--- config.mk ---
export PLATFORM = sky130hd
export DESIGN_NAME = sar_out_ctl
export DESIGN_NICKNAME = d
export VERILOG_FILES = /design/src/rtl/sar_out_pkg.sv /design/src/rtl/sar_conv_ctl.sv /design/src/rtl/sar_fmt.sv /design/src/rtl/sar_ser_shift.sv /design/src/rtl/sar_out_ctl.sv
export SDC_FILE = /design/constraint.sdc
export NUM_CORES = 1
export LEC_CHECK = 0
export BUFFER_PORTS_ARGS = -buffer_cell sky130_fd_sc_hd__buf_2
export CAP_MARGIN = 10
export CORE_MARGIN = 5
export CORE_UTILIZATION = 40
export DETAILED_ROUTE_END_ITERATION = 6
export GPL_ROUTABILITY_DRIVEN = 0
export RECOVER_POWER = 100
export REMOVE_ABC_BUFFERS = 1
export SLEW_MARGIN = 20
export SYNTH_ARGS = -nofsm -noshare
export SYNTH_HDL_FRONTEND = slang
export SYNTH_SLANG_ARGS = --single-unit
--- constraint.sdc ---
create_clock -name clk -period 2.2 [get_ports clk]
set_input_delay 0 -clock clk [delete_from_list [all_inputs] [get_ports clk]]
set_output_delay 0 -clock clk [all_outputs]
set_load 0.005 [all_outputs]
--- src/rtl/sar_out_pkg.sv ---
package sar_out_pkg;

    typedef enum logic {
        CV_IDLE = 1'b0,
        CV_RUN  = 1'b1
    } cv_state_e;

    // Coding selection: offset binary passes through, two's complement flips the top bit
    function automatic logic [15:0] code_word16(input logic [15:0] raw, input logic ob);
        code_word16 = {raw[15] ^ ~ob, raw[14:0]};
    endfunction

endpackage

--- src/rtl/sar_conv_ctl.sv ---
module sar_conv_ctl
    import sar_out_pkg::*;
#(
    parameter int RES_W    = 16,
    parameter int CONV_CYC = 16
) (
    input  logic             clk,
    input  logic             rst,
    input  logic             conv_n,
    input  logic             pwr_dn,
    input  logic [RES_W-1:0] core_res,
    output logic             busy_o,
    output logic             valid_o,
    output logic [RES_W-1:0] res_o
);
    localparam int              CNT_W    = $clog2(CONV_CYC + 1);
    localparam logic [CNT_W-1:0] CNT_LOAD = CNT_W'(CONV_CYC - 1);

    cv_state_e        state_q;
    cv_state_e        state_d;
    logic [CNT_W-1:0] cnt_q;
    logic             conv_prev_q;
    logic             start_fall;

    assign start_fall = conv_prev_q & ~conv_n;

    // Next-state logic: START and FINISH transitions
    always_comb begin
        state_d = state_q;
        unique case (state_q)
            CV_IDLE: if (start_fall && !pwr_dn) state_d = CV_RUN;
            CV_RUN:  if (cnt_q == '0)           state_d = CV_IDLE;
            default:                            state_d = CV_IDLE;
        endcase
    end

    // State register; ABORT on reset
    always_ff @(posedge clk) begin
        if (rst) state_q <= CV_IDLE;
        else     state_q <= state_d;
    end

    // Outputs, timer and result capture
    always_ff @(posedge clk) begin
        if (rst) begin
            conv_prev_q <= 1'b1;
            cnt_q       <= '0;
            busy_o      <= 1'b0;
            valid_o     <= 1'b0;
            res_o       <= '0;
        end else begin
            conv_prev_q <= conv_n;
            busy_o      <= (state_d == CV_RUN);
            if (state_q == CV_IDLE && state_d == CV_RUN)
                cnt_q <= CNT_LOAD;
            else if (state_q == CV_RUN && cnt_q != '0)
                cnt_q <= cnt_q - CNT_W'(1);
            if (state_q == CV_RUN && state_d == CV_IDLE) begin
                res_o   <= core_res;
                valid_o <= 1'b1;
            end
        end
    end

    AST_PD_BLOCKS_START: assert property (@(posedge clk) disable iff (rst)
        (state_q == CV_IDLE && start_fall && pwr_dn) |=> !busy_o);

    AST_ABORT_CLEARS: assert property (@(posedge clk)
        rst |=> (!busy_o && !valid_o));

    AST_FINISH_HAS_DATA: assert property (@(posedge clk) disable iff (rst)
        ($fell(busy_o) && !$past(rst)) |-> valid_o);

    generate
        if (CONV_CYC > 1) begin : g_min_busy
            AST_BUSY_HOLDS: assert property (@(posedge clk) disable iff (rst)
                $rose(busy_o) |=> busy_o);
        end
    endgenerate

endmodule

--- src/rtl/sar_fmt.sv ---
module sar_fmt
    import sar_out_pkg::*;
#(
    parameter int RES_W = 16
) (
    input  logic [RES_W-1:0] raw,
    input  logic             code_ob,
    input  logic             swap,
    output logic [RES_W-1:0] coded_o,
    output logic [RES_W-1:0] par_o
);
    localparam int HALF = RES_W / 2;

    assign coded_o = code_word16(raw, code_ob);
    assign par_o   = swap ? {coded_o[HALF-1:0], coded_o[RES_W-1:HALF]} : coded_o;

endmodule

--- src/rtl/sar_ser_shift.sv ---
module sar_ser_shift #(
    parameter int RES_W = 16
) (
    input  logic             clk,
    input  logic             rst,
    input  logic             cs_n,
    input  logic             sck,
    input  logic             sdi,
    input  logic [RES_W-1:0] load_word,
    output logic             sdo
);
    logic             sck_s1, sck_s2, sck_s3;
    logic             sdi_s1, sdi_s2;
    logic [RES_W-1:0] sr_q;
    logic             sck_rise;

    // Serial clock is qualified by chip-select
    assign sck_rise = sck_s2 & ~sck_s3 & ~cs_n;

    always_ff @(posedge clk) begin
        if (rst) begin
            sck_s1 <= 1'b0;
            sck_s2 <= 1'b0;
            sck_s3 <= 1'b0;
            sdi_s1 <= 1'b0;
            sdi_s2 <= 1'b0;
            sr_q   <= '0;
            sdo    <= 1'b0;
        end else begin
            sck_s1 <= sck;
            sck_s2 <= sck_s1;
            sck_s3 <= sck_s2;
            sdi_s1 <= sdi;
            sdi_s2 <= sdi_s1;
            if (cs_n) begin
                sr_q <= load_word;
                sdo  <= 1'b0;
            end else if (sck_rise) begin
                sdo  <= sr_q[RES_W-1];
                sr_q <= {sr_q[RES_W-2:0], sdi_s2};
            end
        end
    end

    AST_SDO_HOLDS_BETWEEN_EDGES: assert property (@(posedge clk) disable iff (rst)
        (!cs_n && (sck_s2 == sck_s3)) |=> $stable(sdo));

endmodule

--- src/rtl/sar_out_ctl.sv ---
module sar_out_ctl
    import sar_out_pkg::*;
#(
    parameter int RES_W    = 16,
    parameter int CONV_CYC = 16,
    parameter int SDO_BIT  = 10
) (
    input  logic             clk,
    input  logic             rst,
    input  logic             conv_n,
    input  logic             pwr_dn,
    input  logic             cs_n,
    input  logic             rd_n,
    input  logic             ser_sel,
    input  logic             code_ob,
    input  logic             swap,
    input  logic             ser_sck,
    input  logic             ser_sdi,
    input  logic [RES_W-1:0] core_res,
    output logic             busy,
    output logic [RES_W-1:0] bus_q,
    output logic [RES_W-1:0] bus_en
);
    logic             res_valid;
    logic [RES_W-1:0] res_word;
    logic [RES_W-1:0] coded;
    logic [RES_W-1:0] par_word;
    logic             sdo;
    logic             drive;

    sar_conv_ctl #(.RES_W(RES_W), .CONV_CYC(CONV_CYC)) u_conv (
        .clk      (clk),
        .rst      (rst),
        .conv_n   (conv_n),
        .pwr_dn   (pwr_dn),
        .core_res (core_res),
        .busy_o   (busy),
        .valid_o  (res_valid),
        .res_o    (res_word)
    );

    sar_fmt #(.RES_W(RES_W)) u_fmt (
        .raw      (res_word),
        .code_ob  (code_ob),
        .swap     (swap),
        .coded_o  (coded),
        .par_o    (par_word)
    );

    sar_ser_shift #(.RES_W(RES_W)) u_ser (
        .clk       (clk),
        .rst       (rst),
        .cs_n      (cs_n),
        .sck       (ser_sck),
        .sdi       (ser_sdi),
        .load_word (coded),
        .sdo       (sdo)
    );

    assign drive = ~rst & res_valid & ~cs_n & ~rd_n;

    always_comb begin
        bus_en = '0;
        bus_q  = '0;
        if (drive) begin
            if (ser_sel) begin
                bus_en[SDO_BIT] = 1'b1;
                bus_q[SDO_BIT]  = sdo;
            end else begin
                bus_en = '1;
                bus_q  = par_word;
            end
        end
    end

    AST_OE_NEEDS_SELECT: assert property (@(posedge clk) disable iff (rst)
        (cs_n || rd_n) |-> (bus_en == '0));

    AST_SERIAL_ONE_PIN: assert property (@(posedge clk) disable iff (rst)
        ser_sel |-> ((bus_en & ~(RES_W'(1) << SDO_BIT)) == '0));

    AST_RESET_RELEASES_BUS: assert property (@(posedge clk)
        rst |-> (bus_en == '0));

endmodule

==> results.tsv <==
metric	value	unit
Tcrit/Tclk final	0.8980	
r2r setup slk	350	ps
DIE AREA	7334	um^2
count leader, synth	dfxtp_1	
placed cell count	362	
routed vias/inst	4.949	
crit-path cells	dlygate4sd3_1 > clkbuf_1 > nor4b_2 > nand2b_1 > inv_1 > buf_2	
first-pass GRT wire length	9114	um
largest net degree at the start of global routing	47	
final cell count without fillers	389	
EDFF count, synth	0	
type of element capturing the critical path	output pin	
total iterations of the first detailed-routing run	4	
violated checks	max-capacitance violations, max-slew violations	
Least-Margin Pin Slew	1994	ps
Worst path slowest cell	dlygate4sd3_1	
status	complete, but fails checks	
Startpoint Class	primary input	
Overflow after GRT	0	
sequential share of the synthesized area	0.4024	
max_slew headroom	-0.3295	
RSZ-0062 raised after global routing	false	
metal3 WL	136	um
Area contributors post-synth	dfxtp_1 (40%), mux2i_1 (15%), nor2_1 (5.7%)	
final wirelength	5351	um
worst setup margin	224.3	ps
All-Layer GR Usage	0.1541	
Clock Skews	8.752	ps
top-area cell type share of the netlist area	0.4024	
r2r endpoint	u_conv.res_o[9]$_SDFFE_PP0P_	
CP max stage delay	530	ps
WL met1	2445	um
WHS	82.69	ps
vias in the first global route	1890	
DP Area	2512	um^2
max-slew violations	47	
Num CTS Buffers	5	
pwr dens	606.9	nW/um^2
FF-to-FF Start	u_conv.cnt_q[0]$_SDFFE_PP0P_	
Initial Utilization	0.4131	
top_reg_cell synth	dfxtp_1	
Warnings, synthesis	0	
Final setup violation count	0	
Synth cell types	34	
Hold EP	u_ser.sr_q[15]$_SDFFE_PP0P_	
Diodes inserted	0	
share of cells above drive strength 1	0.1861	
maximum vdd drop	385.8	uV
Worst Path Required	2200	ps
Netlist Area Pre-Place	2288	um^2
WL/cell	13.76	um
post-route ant nets	0	
CTS tree	done	
Layout area overhead	20.18	%
initial DRC count	118	
top layer reached by signal wires	met4	
Cell Rows	27	
HP Start	code_ob	
Finished Cell Area	2750	um^2
type of the worst setup path	in2out	
clk buf depth	2	
die height	85.64	um
Yosys reg bits	46	
chip width	85.64	um
hpwl dp	3769	um
clock sinks	46	
Post-synth ARST share	0	
fin util	0.4964	
hold depth	4	
Top-Level Pins	60	
PortBufs	59	
FF-to-FF path depth	6	
Root Driver	clkbuf_8	
DRC errors left	0	
via total after detailed routing	1925	
Post-synth top cells	dfxtp_1 (46), nor2_1 (35), mux2i_1 (34)	
largest area contributor in the netlist	dfxtp_1	
Hold Crit Class	in2reg	
CORE AREA	5540	um^2
Placement Setup Slack	526.8	ps
Met2 Wirelength	2715	um
Clock Latency Late Sink	290	ps
static leakage	1.177	nW
final hold viol count	0	
initial antenna violation count	0	
fin crit period	1976	ps
syn avg cell area	8.836	um^2
worst-path maximum fanout	16	
H-tree level count	2	
Worst EP arrival	1980	ps
Mapped Cells	259	
cts repair resizes	0	
number of max-cap violations	1	
Worst-path clk slew	80	ps
fmax	506.1	MHz
nets	346	
setup tns final	0	ps
Overall Power	1.669	mW
sequential cells by signal (all words and copies together) (netlist names):
signal / flops
u_conv.res_o: 16
u_ser.sr_q: 16
u_conv.cnt_q: 5
u_conv.conv_prev_q: 1
u_conv.state_q: 1
u_conv.valid_o: 1
u_ser.sck_s1: 1
u_ser.sck_s2: 1
u_ser.sck_s3: 1
u_ser.sdi_s1: 1
u_ser.sdi_s2: 1
u_ser.sdo: 1
kinds of logic after synthesis:
family	count (synthesis)	share of synthesized area
DFF	46	0.4024
muxes	34	0.1487
and+or+nand+nor	75	0.1717
AOI/OAI and AO/OA	58	0.1542
xor gates and xnor gates	1	0.003828
buffers and inverters	43	0.1083
adders and majority gates	2	0.01093
cell type report:
cell class | instances | area [um^2]
Timing Repair Buffer | 87 | 521.8
Tap cell | 72 | 90.09
Clock buffer | 5 | 68.82
Inverter | 7 | 26.28
Clock inverter | 2 | 10.01
Fill cell | 567 | 2790
Sequential cell | 46 | 920.9
Multi-Input combinational cell | 170 | 1112
worst max-delay path by stage:
stage / from / end / slack [ps] / cells after the start
2_1_floorplan: u_conv.cnt_q[0]$_SDFFE_PP0P_ / u_conv.cnt_q[1]$_SDFFE_PP0P_ / 510 / 5
3_3_place_gp: u_conv.cnt_q[1]$_SDFFE_PP0P_ / u_conv.cnt_q[1]$_SDFFE_PP0P_ / 580 / 6
3_5_place_dp: u_conv.cnt_q[1]$_SDFFE_PP0P_ / u_conv.res_o[2]$_SDFFE_PP0P_ / 530 / 6
4_1_cts: cs_n / bus_en[15] / 250 / 6
5_1_grt: cs_n / bus_en[3] / 30 / 6
6_report: cs_n / bus_en[0] / 220 / 6
routing by layer:
metal,track usage,vias to the layer above
li1,-,1005
met1,0.1961,891
met2,0.2655,23
met3,0.03170,6
met4,0.03885,0
met5,0,-
where the power goes:
part	internal (mW)	switching, mW
clock network	0.213	0.265
registers	0.875	0.0357
logic	0.129	0.151
critical path: cells and delay by family:
kind | cells | cell delay, ps
simple gates | 2 | 740
buf+inv | 4 | 1230
layout by cell type (no fill, tap or decap), types with 2 or more instances in the layout:
cell type,n
clkbuf_2,2
inv_1,7
ha_1,2
buf_4,5
nand2b_1,2
clkinv_2,2
mux2i_1,34
nor2b_1,5
a21oi_1,19
nand2_1,3
dfxtp_1,46
dlygate4sd3_1,20
o21ai_1,4
a31oi_1,2
or4b_1,2
a211oi_1,17
nor3_1,4
buf_2,39
o21ai_0,13
nand3_1,16
clkbuf_8,5
nor2_1,35
clkbuf_1,20
repair_timing:
action	4_1_cts	5_1_grt
endpoints found under the hold margin	20	0
hold buffers	20	0
buffers inserted	0	0
Power figures use the tool's default switching activity.
